--- config.mk ---
export PLATFORM = sky130hd
export DESIGN_NAME = casHomeNode
export DESIGN_NICKNAME = d
export VERILOG_FILES = /design/src/rtl/casPkg.sv /design/src/rtl/casControl.sv /design/src/rtl/casDatapath.sv /design/src/rtl/casHomeNode.sv
export SDC_FILE = /design/constraint.sdc
export NUM_CORES = 1
export LEC_CHECK = 0
export ABC_AREA = 1
export CAP_MARGIN = 20
export CORE_ASPECT_RATIO = 2
export CORE_MARGIN = 5
export CORE_UTILIZATION = 59
export DETAILED_ROUTE_END_ITERATION = 8
export PLACE_DENSITY = 0.86
export SYNTH_ARGS = -nofsm -noshare
export SYNTH_HDL_FRONTEND = slang
export SYNTH_HIERARCHICAL = 1
export SYNTH_SLANG_ARGS = --single-unit
--- constraint.sdc ---
create_clock -name clk -period 3.41 [get_ports clk]
set_input_delay 0.341 -clock clk [delete_from_list [all_inputs] [get_ports clk]]
set_output_delay 0.341 -clock clk [all_outputs]
set_load 0.01 [all_outputs]
--- src/rtl/casPkg.sv ---
package casPkg;

  typedef enum logic [1:0] {
    LINE_UNC = 2'd0,
    LINE_SHR = 2'd1,
    LINE_EXC = 2'd2
  } lineStateT;

  typedef enum logic [1:0] {
    GRANT_NONE = 2'd0,
    GRANT_SHR  = 2'd1,
    GRANT_EXC  = 2'd2
  } grantT;

  // strobes from the sequencer to the datapath
  typedef struct packed {
    logic accept;
    logic busyRsp;
    logic sendFetch;
    logic decideHome;
    logic decideOwner;
    logic drain;
    logic commit;
  } casStrobeT;

endpackage

--- src/rtl/casControl.sv ---
module casControl
  import casPkg::*;
#(
  parameter int LINE_W = 3
) (
  input  logic              clk,
  input  logic              rstN,
  input  logic              reqValid,
  input  logic [LINE_W-1:0] reqLine,
  input  logic [LINE_W-1:0] curLine,
  input  logic              lineIsExc,
  input  logic              wbValid,
  input  logic              drainDone,
  output logic              reqReady,
  output casStrobeT         strobe
);

  typedef enum logic [2:0] {
    ST_IDLE  = 3'd0,
    ST_EVAL  = 3'd1,
    ST_FETCH = 3'd2,
    ST_DRAIN = 3'd3,
    ST_RESP  = 3'd4
  } stateT;

  stateT state, stateNext;
  logic  sameLine;

  assign sameLine = (reqLine == curLine);

  always_comb begin
    stateNext = state;
    strobe    = '0;
    reqReady  = 1'b0;
    case (state)
      ST_IDLE: begin
        reqReady      = 1'b1;
        strobe.accept = reqValid;
        if (reqValid) stateNext = ST_EVAL;
      end
      ST_EVAL: begin
        reqReady       = sameLine;
        strobe.busyRsp = reqValid && sameLine;
        if (lineIsExc) begin
          strobe.sendFetch = 1'b1;
          stateNext        = ST_FETCH;
        end else begin
          strobe.decideHome = 1'b1;
          stateNext         = ST_DRAIN;
        end
      end
      ST_FETCH: begin
        reqReady       = sameLine;
        strobe.busyRsp = reqValid && sameLine;
        if (wbValid) begin
          strobe.decideOwner = 1'b1;
          stateNext          = ST_DRAIN;
        end
      end
      ST_DRAIN: begin
        reqReady       = sameLine;
        strobe.busyRsp = reqValid && sameLine;
        strobe.drain   = 1'b1;
        if (drainDone) stateNext = ST_RESP;
      end
      ST_RESP: begin
        strobe.commit = 1'b1;
        stateNext     = ST_IDLE;
      end
      default: stateNext = ST_IDLE;
    endcase
  end

  always_ff @(posedge clk or negedge rstN) begin
    if (!rstN) state <= ST_IDLE;
    else       state <= stateNext;
  end

endmodule

--- src/rtl/casDatapath.sv ---
module casDatapath
  import casPkg::*;
#(
  parameter int NUM_NODES  = 4,
  parameter int NUM_LINES  = 8,
  parameter int DATA_W     = 16,
  parameter int FAIL_SHARE = 0,
  localparam int NODE_W    = $clog2(NUM_NODES),
  localparam int LINE_W    = $clog2(NUM_LINES)
) (
  input  logic              clk,
  input  logic              rstN,
  input  casStrobeT         strobe,
  input  logic [NODE_W-1:0] reqNode,
  input  logic [LINE_W-1:0] reqLine,
  input  logic [DATA_W-1:0] reqExpect,
  input  logic [DATA_W-1:0] reqNew,
  input  logic [DATA_W-1:0] wbData,
  input  logic              ackValid,
  output logic [LINE_W-1:0] curLine,
  output logic              lineIsExc,
  output logic              drainDone,
  output logic              rspValid,
  output logic              rspBusy,
  output logic              rspSuccess,
  output logic [1:0]        rspGrant,
  output logic [NODE_W-1:0] rspNode,
  output logic [DATA_W-1:0] rspOld,
  output logic              fetchValid,
  output logic [NODE_W-1:0] fetchNode,
  output logic [LINE_W-1:0] fetchLine,
  output logic              invValid,
  output logic [NODE_W-1:0] invNode,
  output logic [LINE_W-1:0] invLine,
  output logic              invDowngrade
);

  localparam int CNT_W = NODE_W + 1;

  // transaction registers
  logic [NODE_W-1:0]    nodeQ;
  logic [LINE_W-1:0]    lineQ;
  logic [DATA_W-1:0]    expectQ, newQ, oldQ, memDataQ;
  logic                 succQ, downQ, memWrQ;
  grantT                grantQ;
  lineStateT            nextSt;
  logic [NUM_NODES-1:0] nextMask, pendMask;
  logic [CNT_W-1:0]     ackCnt;

  // per-line read views
  lineStateT            stVec   [NUM_LINES];
  logic [NUM_NODES-1:0] maskVec [NUM_LINES];
  logic [DATA_W-1:0]    valVec  [NUM_LINES];

  lineStateT            curSt;
  logic [NUM_NODES-1:0] curMask, reqBit, lowBit;
  logic [DATA_W-1:0]    cmpVal;
  logic                 isMatch, decide, issueInv;

  function automatic logic [NODE_W-1:0] firstSet(input logic [NUM_NODES-1:0] m);
    logic [NODE_W-1:0] r;
    r = '0;
    for (int i = NUM_NODES - 1; i >= 0; i--) begin
      if (m[i]) r = NODE_W'(i);
    end
    return r;
  endfunction

  // directory entry and home value per line
  for (genvar g = 0; g < NUM_LINES; g++) begin : gLine
    lineStateT            st;
    logic [NUM_NODES-1:0] holders;
    logic [DATA_W-1:0]    val;
    logic                 hit;

    assign hit = strobe.commit && (lineQ == LINE_W'(g));

    always_ff @(posedge clk or negedge rstN) begin
      if (!rstN) begin
        st      <= LINE_UNC;
        holders <= '0;
        val     <= '0;
      end else if (hit) begin
        st      <= nextSt;
        holders <= nextMask;
        if (memWrQ) val <= memDataQ;
      end
    end

    assign stVec[g]   = st;
    assign maskVec[g] = holders;
    assign valVec[g]  = val;
  end

  assign curSt     = stVec[lineQ];
  assign curMask   = maskVec[lineQ];
  assign cmpVal    = strobe.decideOwner ? wbData : valVec[lineQ];
  assign isMatch   = (cmpVal == expectQ);
  assign reqBit    = NUM_NODES'(1) << nodeQ;
  assign lowBit    = pendMask & (~pendMask + NUM_NODES'(1));
  assign decide    = strobe.decideHome | strobe.decideOwner;
  assign issueInv  = strobe.drain && (pendMask != '0);
  assign curLine   = lineQ;
  assign lineIsExc = (curSt == LINE_EXC);
  assign drainDone = (pendMask == '0) && (ackCnt == '0);

  always_ff @(posedge clk or negedge rstN) begin
    if (!rstN) begin
      nodeQ   <= '0;
      lineQ   <= '0;
      expectQ <= '0;
      newQ    <= '0;
    end else if (strobe.accept) begin
      nodeQ   <= reqNode;
      lineQ   <= reqLine;
      expectQ <= reqExpect;
      newQ    <= reqNew;
    end
  end

  // outcome decision and invalidation issue
  always_ff @(posedge clk or negedge rstN) begin
    if (!rstN) begin
      oldQ     <= '0;
      succQ    <= 1'b0;
      grantQ   <= GRANT_NONE;
      pendMask <= '0;
      downQ    <= 1'b0;
      nextSt   <= LINE_UNC;
      nextMask <= '0;
      memWrQ   <= 1'b0;
      memDataQ <= '0;
    end else if (decide) begin
      oldQ <= cmpVal;
      if (isMatch) begin
        succQ    <= 1'b1;
        grantQ   <= GRANT_EXC;
        pendMask <= curMask & ~reqBit;
        downQ    <= 1'b0;
        nextSt   <= LINE_EXC;
        nextMask <= reqBit;
        memWrQ   <= 1'b1;
        memDataQ <= newQ;
      end else if (FAIL_SHARE != 0) begin
        succQ    <= 1'b0;
        grantQ   <= GRANT_SHR;
        pendMask <= strobe.decideOwner ? curMask : '0;
        downQ    <= 1'b1;
        nextSt   <= LINE_SHR;
        nextMask <= curMask | reqBit;
        memWrQ   <= strobe.decideOwner;
        memDataQ <= cmpVal;
      end else begin
        succQ    <= 1'b0;
        grantQ   <= GRANT_NONE;
        pendMask <= '0;
        downQ    <= 1'b0;
        nextSt   <= curSt;
        nextMask <= curMask;
        memWrQ   <= 1'b0;
        memDataQ <= cmpVal;
      end
    end else if (issueInv) begin
      pendMask <= pendMask & ~lowBit;
    end
  end

  always_ff @(posedge clk or negedge rstN) begin
    if (!rstN) ackCnt <= '0;
    else       ackCnt <= ackCnt + CNT_W'(issueInv) - CNT_W'(ackValid);
  end

  assign fetchValid   = strobe.sendFetch;
  assign fetchNode    = firstSet(curMask);
  assign fetchLine    = lineQ;
  assign invValid     = issueInv;
  assign invNode      = firstSet(lowBit);
  assign invLine      = lineQ;
  assign invDowngrade = downQ;

  always_comb begin
    rspValid   = strobe.commit | strobe.busyRsp;
    rspBusy    = 1'b0;
    rspSuccess = 1'b0;
    rspGrant   = GRANT_NONE;
    rspNode    = reqNode;
    rspOld     = '0;
    if (strobe.commit) begin
      rspSuccess = succQ;
      rspGrant   = grantQ;
      rspNode    = nodeQ;
      rspOld     = oldQ;
    end else if (strobe.busyRsp) begin
      rspBusy = 1'b1;
    end
  end

endmodule

--- src/rtl/casHomeNode.sv ---
module casHomeNode
  import casPkg::*;
#(
  parameter int NUM_NODES  = 4,
  parameter int NUM_LINES  = 8,
  parameter int DATA_W     = 16,
  parameter int FAIL_SHARE = 0,
  localparam int NODE_W    = $clog2(NUM_NODES),
  localparam int LINE_W    = $clog2(NUM_LINES)
) (
  input  logic              clk,
  input  logic              rstN,
  input  logic              reqValid,
  output logic              reqReady,
  input  logic [NODE_W-1:0] reqNode,
  input  logic [LINE_W-1:0] reqLine,
  input  logic [DATA_W-1:0] reqExpect,
  input  logic [DATA_W-1:0] reqNew,
  output logic              rspValid,
  output logic              rspBusy,
  output logic              rspSuccess,
  output logic [1:0]        rspGrant,
  output logic [NODE_W-1:0] rspNode,
  output logic [DATA_W-1:0] rspOld,
  output logic              fetchValid,
  output logic [NODE_W-1:0] fetchNode,
  output logic [LINE_W-1:0] fetchLine,
  input  logic              wbValid,
  input  logic [DATA_W-1:0] wbData,
  output logic              invValid,
  output logic [NODE_W-1:0] invNode,
  output logic [LINE_W-1:0] invLine,
  output logic              invDowngrade,
  input  logic              ackValid
);

  casStrobeT         strobe;
  logic [LINE_W-1:0] curLine;
  logic              lineIsExc;
  logic              drainDone;

  casControl #(.LINE_W(LINE_W)) ctrl_i (
    .clk       (clk),
    .rstN      (rstN),
    .reqValid  (reqValid),
    .reqLine   (reqLine),
    .curLine   (curLine),
    .lineIsExc (lineIsExc),
    .wbValid   (wbValid),
    .drainDone (drainDone),
    .reqReady  (reqReady),
    .strobe    (strobe)
  );

  casDatapath #(
    .NUM_NODES  (NUM_NODES),
    .NUM_LINES  (NUM_LINES),
    .DATA_W     (DATA_W),
    .FAIL_SHARE (FAIL_SHARE)
  ) dp_i (
    .clk          (clk),
    .rstN         (rstN),
    .strobe       (strobe),
    .reqNode      (reqNode),
    .reqLine      (reqLine),
    .reqExpect    (reqExpect),
    .reqNew       (reqNew),
    .wbData       (wbData),
    .ackValid     (ackValid),
    .curLine      (curLine),
    .lineIsExc    (lineIsExc),
    .drainDone    (drainDone),
    .rspValid     (rspValid),
    .rspBusy      (rspBusy),
    .rspSuccess   (rspSuccess),
    .rspGrant     (rspGrant),
    .rspNode      (rspNode),
    .rspOld       (rspOld),
    .fetchValid   (fetchValid),
    .fetchNode    (fetchNode),
    .fetchLine    (fetchLine),
    .invValid     (invValid),
    .invNode      (invNode),
    .invLine      (invLine),
    .invDowngrade (invDowngrade)
  );

endmodule

# After elaboration in Yosys (flattened, before gate mapping)
# Cells that the tools add are included.
# word_totals
reg_bits,264
inputBits,58
output_inout_bits,37
wordCells,142
# op_classes
addsub,3
order_cmp,1
n_eq_ne,17
shift,1
n_mux,47
n_bitwise,9
n_reduce_logical,27
# ops
cell,n
$mux 16,5
$bmux 16 s3,1
$mux 2,15
$mux 4,6
$eq 16x16->1,1
$reduce_and 2->1,8
$eq 3x3->1 const B,5
$mux 1,13
$and 4x4->4,3
$bmux 4 s3,1
$eq 3x2->1 const B,4
$not 4->4,3
$pmux 3 s4,1
$logic_and 1x1->1,11
$logic_not 3->1,3
$mux 3,3
$bmux 2 s3,1
$eq 3x1->1 const B,2
$add 4x1->4 const B,1
$ge 4x4->1 const B,1
$logic_not 4->1,1
$ne 2x2->1 const B,2
$not 3->4,1
$reduce_bool 4->1,1
11 further kinds,12

# Logic depth before layout (Yosys ltp)
# Gate-level depths: netlist of run 1.
# logic_depth
word_depth,9
depth_mapped,20
mapped_depth_nobuf,17

# Hierarchy
# Netlist of run 1, hierarchy kept.
# modules_own_cells
mod,instances,cells_per_inst,area_each_um2,seq_area_each_um2
casDatapath,1,1531,12046.6,6481.2
casControl,1,50,285.3,75.1

# Least setup slack after synthesis of run 1
# Ideal clock, no wire load.
# synth_timing
kind,reg-to-reg
from,"register dp_i.lineQ[1], in the netlist dp_i/curLine[1]"
to,register dp_i.oldQ[12]
setup_ps,135
t_arrival_ps,2535
required_time_ps,3275
setup_slack_ps,740
path_stages_with_launch,18
n_path_buf,5
synth_period_minus_slack_ps,2670
cell_sequence,dfrtp_1 -> buf_4 -> inv_4 -> buf_6 -> nand2_4 -> inv_2 -> clkbuf_1 -> a221oi_1 -> nand2_1 -> o21ai_0 -> nor2_1 -> inv_1 -> nand4_1 -> inv_1 -> nor2_1 -> clkbuf_1 -> clkbuf_1 -> o21ai_0
# synth_rtl
item,line,rtl
start: declaration,casDatapath.sv:42,logic [LINE_W-1:0] lineQ;
start signal: assignment,casDatapath.sv:115,lineQ <= reqLine;
end signal: assignment,casDatapath.sv:134,oldQ <= cmpVal;
end: declaration,casDatapath.sv:43,"logic [DATA_W-1:0] expectQ, newQ, oldQ, memDataQ;"

# Final worst setup path of run 1
# layout_timing
from,"register dp_i.lineQ[0], in the netlist dp_i/curLine[0]"
to,output port fetchNode[0]
# layout_via
elab_chain_cells,8
# layout_lines
item,line,rtl
$not 3->4 (implied by the code) (*),casDatapath.sv:96,assign curMask = maskVec[lineQ];
$bmux 4 s3 (*),casDatapath.sv:96,
$mux 4 (implied by the code) (*) (2 in a row),casDatapath.sv:96,
$mux 2 (3 in a row),casDatapath.sv:64,if (m[i]) r = NODE_W'(i);
$mux 2 (*),casDatapath.sv:64,
end: declaration,casHomeNode.sv:26,"output logic [NODE_W-1:0] fetchNode,"
# Mark *: on every way between the ends. The rest lies on a longest branch, timed or not. The select of a mux whose other input is x is not followed.

==> results of run 1 <==
metal layers:
metal,vias to the layer above,global-route usage (%),share of wire [%]
met5,-,0,0
met4,0,13.4,4.5
met3,107,3.70,6.7
met2,525,48.1,52
met1,5263,33.9,37
li1,5142,-,-
sequential cells by signal, summed over array words and instances (netlist names):
signal / flops
dp_i/pendMask: 4
dp_i/expectQ: 16
dp_i/oldQ: 16
dp_i/gLine.holders: 32
dp_i/gLine.st: 16
ctrl_i/state: 3
dp_i/memDataQ: 16
dp_i/gLine.val: 128
dp_i/nextSt: 2
dp_i/curLine: 3
dp_i/ackCnt: 3
dp_i/nodeQ: 2
dp_i/grantQ: 1
dp_i/newQ: 16
dp_i/nextMask: 4
kinds of logic after synthesis:
kind of cell	count (synthesis)	synth area share [%]
and+or+nand+nor	790	26.0
AOI/OAI and AO/OA	283	12.0
DFF	262	53.2
buffers and inverters	239	8.25
xor gates and xnor gates	3	0.213
adders and majority gates	3	0.365
other	1	0.0304
critical path, delay by kind of cell, from the launching register on:
kind	cells	cell delay, ns
flip-flops	1	0.49
AND/OR/NAND/NOR	2	0.09
buffers and inverters	4	0.96
AO/OA/AOI/OAI	4	0.83
through the flow:
stage	hold WS [ns]	instance area [um^2]	std cells	setup slack [ns]	power [mW]
finish	0.361	14400	1934	0.155	10.9
global route	0.370	14400	1934	0.0200	11.5
CTS	0.348	14300	1930	0.0454	10.8
detailed placement	0.444	13400	1881	0.332	7.88
global placement	0.449	13400	1881	0.427	7.76
floorplan	0.0454	12300	1582	0.740	6.56
power breakdown:
| group | switching [mW] | internal, mW | total, mW |
|---|---|---|---|
| clock | 1.16 | 1.66 | 2.82 |
| combinational | 2.74 | 1.27 | 4.00 |
| sequential | 0.373 | 3.67 | 4.05 |
area by class of cell:
class,count,area [um^2]
clock buffers,31,656
clock inverters,10,160
inverters,148,564
multi-input cells,1081,4790
fillers,1625,6450
well taps,269,337
repair buffers,133,1320
flip-flops and latches,262,6560
cell usage in the layout (no fill, tap or decap), drive strengths merged, types with 2 or more instances in the layout:
master	count
a211oi	2
clkinvlp	2
a221oi	4
clkdlybuf4s50	89
bufinv	4
inv	145
dfrtp	262
buf	41
a21oi	22
nor2	57
a22oi	8
o221ai	2
nand2	620
ha	2
xnor2	2
o21ai	236
nand3	91
nand4	19
nor3	2
conb	2
clkbuf	31
o22ai	5
clkinv	7
final timing paths:
| path | cells past startpoint | to | slack [ns] | from |
|---|---|---|---|---|
| setup / recovery | 10 | fetchNode[0] | 0.16 | dp_i/curLine[0] |
| hold / removal | 3 | dp_i/newQ[14] | 0.36 | reqNew[14] |
| setup reg to reg | 16 | dp_i/pendMask[2] | 0.37 | dp_i/curLine[0] |
| hold reg to reg | 2 | dp_i/gLine[5].val[1] | 0.48 | dp_i/gLine[5].val[1] |
| max in group asynchronous | 3 | dp_i/gLine[5].holders[1] | 2.01 | rstN |
| min in group asynchronous | 2 | dp_i/oldQ[6] | 0.41 | rstN |
repair_timing:
| item | 4_1_cts | 5_1_grt |
|---|---|---|
| setup buffers | 7 | 3 |
| hold buffers | 1 | 0 |
| pin swaps | 1 | 3 |
| endpoints found under the hold margin | 105 | 0 |
| resized for setup | 5 | 4 |
| endpoints found under the setup margin | 2 | 2 |
| cloned | 0 | 0 |
==> impl_results.rst, run 1 <==
.. list-table::
   :header-rows: 1

   * - Metric
     - Value
   * - CP Cell Sequence
     - buf_12 > nor2_8 > buf_4 > a22o_1 > a221oi_1 > o21ai_0 > inv_1 > nand2_1 > a21oi_1 > clkdlybuf4s50_1
   * - Layout cell share with drive strength beyond 1
     - 6.13%
   * - Final RePlAce weighted congestion
     - 0.893
   * - N_diodes
     - 0
   * - Status
     - finished clean
   * - Data required, critical path
     - ~3.1 ns
   * - Sum of negative setup slack
     - 0 ns
   * - Number of max-slew violations in the final report
     - 0
   * - Inserted Clock Buffers
     - 23
   * - Share of synthesized registers carrying an async set or reset
     - between 90% and 100%
   * - Number of setup violations in the final report
     - 0
   * - Number of nets in the finished design
     - roughly 1,700
   * - Dominant cell by count in the synthesized netlist
     - nand2_1
   * - Number of antenna violations at the first check in global routing
     - 0
   * - Average cell area after synthesis
     - 7.80 um^2
   * - Number of global-route vias before repair
     - 11,300
   * - CTS H-tree depth
     - 1
   * - Root buffer cell
     - clkbuf_16
   * - Largest stage delay, worst path
     - between 0.5 and 0.6 ns
   * - Clock Sink Count
     - between 200 and 300
   * - Number of library cell types mapped by synthesis
     - 38
   * - Peak VDD IR
     - just over 0.8 mV
   * - Post-synthesis to final-layout area growth
     - 16.6%
   * - Global-route usage over all layers
     - ~28%
   * - Gate count after technology mapping
     - about 1,600
   * - Transition at the pin with the smallest max-transition slack
     - approximately 1.1 ns
   * - Period minus WS final
     - 3.25 ns
   * - Area of the core
     - 20,800 um^2
   * - # rows
     - 75
   * - Post-synth top cells
     - nand2_1 (615), dfrtp_1 (262), o21ai_0 (234)
   * - Relative max-transition margin
     - about a quarter
   * - Initial standard-cell utilization of the core
     - about three fifths
   * - Total power per unit cell area
     - around 760 nW/um^2
   * - Number of remaining DRC errors
     - 0
   * - Worst-skew pair later-pin latency
     - 0.54 ns
   * - Number of flops mapped to enable cells by yosys
     - 0
   * - Setup CP Type
     - flop to primary output
   * - Flop and latch count out of synthesis
     - 262
   * - Startpoint class of the critical path
     - flop
   * - Most used flip-flop cell after synthesis
     - dfrtp_1
   * - Data arrival time of the worst path
     - just under 3 ns
   * - Cell with the biggest individual delay on the critical path
     - clkdlybuf4s50_1
   * - Maximum fanout count along the critical path
     - 6
   * - Number of search-and-repair iterations in the first detailed-routing pass
     - 6
   * - Total wirelength of the detailed-routed design
     - roughly 33,000 um
   * - Final standard cell utilization of the core
     - between 60% and 70%
   * - Setup clock skew after layout
     - 0.0298 ns
   * - Critical path endpoint category
     - primary output
   * - Final hold viol count
     - 0
   * - Die Area
     - 24,100 um^2
   * - Chip Width
     - about 110 um
   * - PortBufs
     - just over 90
   * - Leading area contributor after synthesis
     - dfrtp_1
   * - Number of vias after detailed routing
     - about 11,000
   * - Clock tree from TritonCTS
     - yes
   * - Mapped cell area
     - 12,300 um^2
   * - Class of the most critical hold timing path
     - input pin to flop
   * - Ratio of final minimum period to clock period
     - between 90% and 100%
   * - Number of DRC markers in iteration 0
     - slightly above 1,000
   * - Largest net degree at the start of global routing
     - ~110
   * - Unrepaired setup endpoints after global routing
     - no
   * - Maximum frequency from static timing analysis
     - 307 MHz
   * - Aggregate global routing overflow
     - 0
   * - Detailed placement HPWL
     - 22,200 um
   * - Max-capacitance violation count
     - 0
   * - First-pass GRT wire length
     - around 55,000 um
   * - # IOs
     - 95
   * - Avg Vias per Cell
     - between 5 and 6
   * - Detailed-route wire length per cell
     - 17.1 um
   * - Static leakage
     - 6.98 nW
   * - Number of warnings reported in the yosys synthesis log
     - 6
   * - Top cells by area, synth
     - dfrtp_1 (53%), nand2_1 (19%), o21ai_0 (9.5%)
   * - Clock edge transition at the registers on the reported setup and hold paths
     - approximately 0.070 ns
   * - Area share of the leading cell type in the synthesized netlist
     - approximately 53%
   * - Floorplan die height
     - roughly 210 um
   * - Share of the yosys chip area belonging to registers
     - about 53%
   * - Largest buffer count on any clock path
     - 3
   * - Post-detailed-route count of antenna-violating nets
     - 0
(Power assumes the default switching activity.)
==> inputs of run 2 (changes only) <==
Settings changed: CORE_MARGIN 5 to not set.
==> run 2 against run 1 <==
Against the previous run: cell area shrank 0.94%; non-clock buffer count shrank 6; cell count shrank 0.47%; total power shrank 1.5%; maximum frequency shrank 2.1%; via count grew 1.0%; clock-buffer cell count shrank 1; highest routed layer unchanged.
==> impl_results.rst, run 2 (synthesized netlist as in run 1, its figures left out) <==
.. list-table::
   :header-rows: 1

   * - Metric
     - Value
   * - Status
     - finished clean (unchanged)
   * - Aggregate global routing overflow
     - 0 (unchanged)
   * - Final hold viol count
     - 0 (unchanged)
   * - Unrepaired setup endpoints after global routing
     - no (unchanged)
   * - Number of flip-flops under the largest register name
     - 128 (unchanged)
   * - Number of max-slew violations in the final report
     - 0 (unchanged)
   * - Layout cell share with drive strength beyond 1
     - 5.73% (was 6.13%)
   * - Largest net degree at the start of global routing
     - 82 (was 109)
   * - # IOs
     - 95 (unchanged)
   * - Number of search-and-repair iterations in the first detailed-routing pass
     - 5 (was 6)
   * - Clock tree from TritonCTS
     - yes (unchanged)
   * - Switching part of the total
     - 40.2% (was 39.3%)
   * - Internal power of the cells
     - 6.40 mW (was 6.60 mW)
   * - Startpoint of the most critical setup path
     - dp_i/curLine[0] (unchanged)
   * - Most used cells in the layout excluding fill and tap cells
     - nand2_1 (615), dfrtp_1 (260), o21ai_0 (232) (was nand2_1 (615), dfrtp_1 (260), o21ai_0 (233))
   * - Net switching power of the design
     - 4.30 mW (was 4.27 mW)
   * - Initial standard-cell utilization of the core
     - 60.3% (was 59.2%)
   * - Die Area
     - 21,500 um^2 (was 24,100 um^2)
   * - Largest stage delay, worst path
     - 0.60 ns (was 0.56 ns)
   * - Clock Sink Count
     - 262 (unchanged)
   * - Peak VDD IR
     - 0.947 mV (was 0.822 mV)
   * - Data arrival time of the worst path
     - 2.98 ns (was 2.91 ns)
   * - Startpoint class of the critical path
     - flop (unchanged)
   * - Number of antenna violations at the first check in global routing
     - 0 (unchanged)
   * - Post-detailed-route count of antenna-violating nets
     - 0 (unchanged)
   * - Setup WS post-layout
     - 0.0845 ns (was 0.155 ns)
   * - Relative max-transition margin
     - 26.0% (was 25.1%)
   * - Final RePlAce weighted congestion
     - 0.906 (was 0.893)
   * - Max-capacitance violation count
     - 0 (unchanged)
   * - Hold Slack
     - 0.368 ns (was 0.361 ns)
   * - Part of the power in combinational logic
     - 36.5% (was 36.9%)
   * - Largest buffer count on any clock path
     - 3 (unchanged)
   * - Number of nets in the finished design
     - 1,704 (was 1,710)
   * - PortBufs
     - 92 (unchanged)
   * - Detailed placement HPWL
     - 21,800 um (was 22,200 um)
   * - Sum of negative setup slack
     - 0 ns (unchanged)
   * - Maximum fanout count along the critical path
     - 13 (was 6)
   * - Static leakage
     - 6.90 nW (was 6.98 nW)
   * - Period minus WS final
     - 3.33 ns (was 3.25 ns)
   * - Most used cell along the critical path
     - nor2_1
   * - Beginning of the worst hold path
     - reqNew[7] (was reqNew[14])
   * - Number of global-route vias before repair
     - 11,200 (was 11,300)
   * - # rows
     - 74 (was 75)
   * - Root buffer cell
     - clkbuf_16 (unchanged)
   * - Number of setup violations in the final report
     - 0 (unchanged)
   * - N_diodes
     - 0 (unchanged)
   * - Class of the most critical hold timing path
     - input pin to flop (unchanged)
   * - Pre-CTS setup slack
     - 0.345 ns (was 0.332 ns)
   * - Ratio of final minimum period to clock period
     - 97.5% (was 95.4%)
   * - Sequential group share of total power
     - 38.1% (was 37.2%)
   * - Largest registers ranked by flip-flop count
     - dp_i/gLine.val x128, dp_i/gLine.holders x32 (unchanged)
   * - Global-route usage over all layers
     - 32.2% (was 27.8%)
   * - Cell with the biggest individual delay on the critical path
     - dfrtp_4 (was clkdlybuf4s50_1)
   * - Area of the core
     - 20,500 um^2 (was 20,800 um^2)
   * - Avg Vias per Cell
     - 5.79 (was 5.71)
   * - Clock edge transition at the registers on the reported setup and hold paths
     - 0.07 ns (about the same)
   * - Maximum frequency from static timing analysis
     - 301 MHz (was 307 MHz)
   * - Most frequent standard cell in the layout excluding fill and tap cells
     - nand2_1 (unchanged)
   * - Final standard cell utilization of the core
     - 69.6% (was 69.0%)
   * - Total wirelength of the detailed-routed design
     - 33,500 um (was 33,000 um)
   * - CTS H-tree depth
     - 1 (unchanged)
   * - Worst-skew pair later-pin latency
     - 0.53 ns (was 0.54 ns)
   * - Setup CP Type
     - flop to primary output (unchanged)
   * - Transition at the pin with the smallest max-transition slack
     - 1.11 ns (was 1.12 ns)
   * - Setup clock skew after layout
     - 0.0191 ns (was 0.0298 ns)
   * - Post-synthesis to final-layout area growth
     - 15.5% (was 16.6%)
   * - Data required, critical path
     - 3.07 ns (about the same)
   * - CP Cell Sequence
     - nor2_8 > clkinvlp_4 > buf_4 > o22ai_1 > a221oi_1 > o21ai_0 > nor2_1 > inv_1 > nor2_1 > clkdlybuf4s50_1 (was buf_12 > nor2_8 > buf_4 > a22o_1 > a221oi_1 > o21ai_0 > inv_1 > nand2_1 > a21oi_1 > clkdlybuf4s50_1)
   * - Detailed-route wire length per cell
     - 17.4 um (was 17.1 um)
   * - Inserted Clock Buffers
     - 23 (unchanged)
   * - Total power after layout
     - 10.7 mW (was 10.9 mW)
   * - Number of remaining DRC errors
     - 0 (unchanged)
   * - Total power per unit cell area
     - 752 nW/um^2 (was 756 nW/um^2)
   * - Number of DRC markers in iteration 0
     - 1,025 (was 1,022)
   * - Top reg by flops
     - dp_i/gLine.val (unchanged)
   * - Number of vias after detailed routing
     - 11,100 (was 11,000)
   * - Critical path endpoint category
     - primary output (unchanged)
   * - First-pass GRT wire length
     - 54,700 um (was 55,100 um)
   * - Clk network pwr share
     - 25.4% (was 25.9%)
   * - Floorplan die height
     - 206 um (was 214 um)
   * - Worst reg2reg startpoint
     - dp_i/curLine[0] (unchanged)
   * - Chip Width
     - 104 um (was 112 um)
run 2: metrics by stage:
stage / cell area [um^2] / instances
floorplan: 12300 / 1582
global placement: 13400 / 1879
detailed placement: 13400 / 1879
CTS: 14200 / 1923
global route: 14200 / 1925
finish: 14200 / 1925
run 2: path summary, 6_finish.rpt:
path,slack [ns],depth (start not counted),endpoint
setup / recovery,0.08,10,fetchValid
hold / removal,0.37,3,dp_i/newQ[7]
setup reg to reg,0.36,17,dp_i/nextMask[2]
hold reg to reg,0.49,2,dp_i/memDataQ[4]
max in group asynchronous,2.11,3,dp_i/pendMask[3]
min in group asynchronous,0.39,2,dp_i/newQ[11]
run 2: cell type report:
cell class | count | area [um^2]
inverter | 148 | 564
fill | 1481 | 6220
multi-input combinational | 1081 | 4800
timing repair buffer | 127 | 1210
sequential | 262 | 6560
clock inverter | 11 | 143
tap | 266 | 333
clock buffer | 30 | 632
run 2: worst max-delay path, delay by kind of cell (launching register included):
family / cells / cell delay, ns
flops: 1 / 0.60
simple gates: 3 / 0.40
buf+inv: 4 / 0.93
compound gates: 3 / 0.52
run 2: power by group through the flow:
stage	clock network [mW]	registers [mW]	logic, mW
2_1_floorplan	0	3.96	2.60
3_3_place_gp	0	4.06	3.65
3_5_place_dp	0	4.09	3.75
4_1_cts	2.74	4.05	3.83
5_1_grt	2.86	4.13	4.29
6_report	2.72	4.08	3.91
run 2: metal layers:
layer	global-route usage (%)	routed length [um]	vias up
li1	-	-	5119
met1	38.0	12200	5294
met2	57.5	17200	601
met3	3.60	2610	133
met4	17.0	1460	0
met5	0	0	-
run 2: repair_timing:
item / CTS / global route
endpoints found under the hold margin: 76 / 0
hold buffers: 1 / 0
setup endpoints to repair: 2 / 2
buffers inserted: 2 / 1
pin swaps: 1 / 1
gates resized for setup: 4 / 5
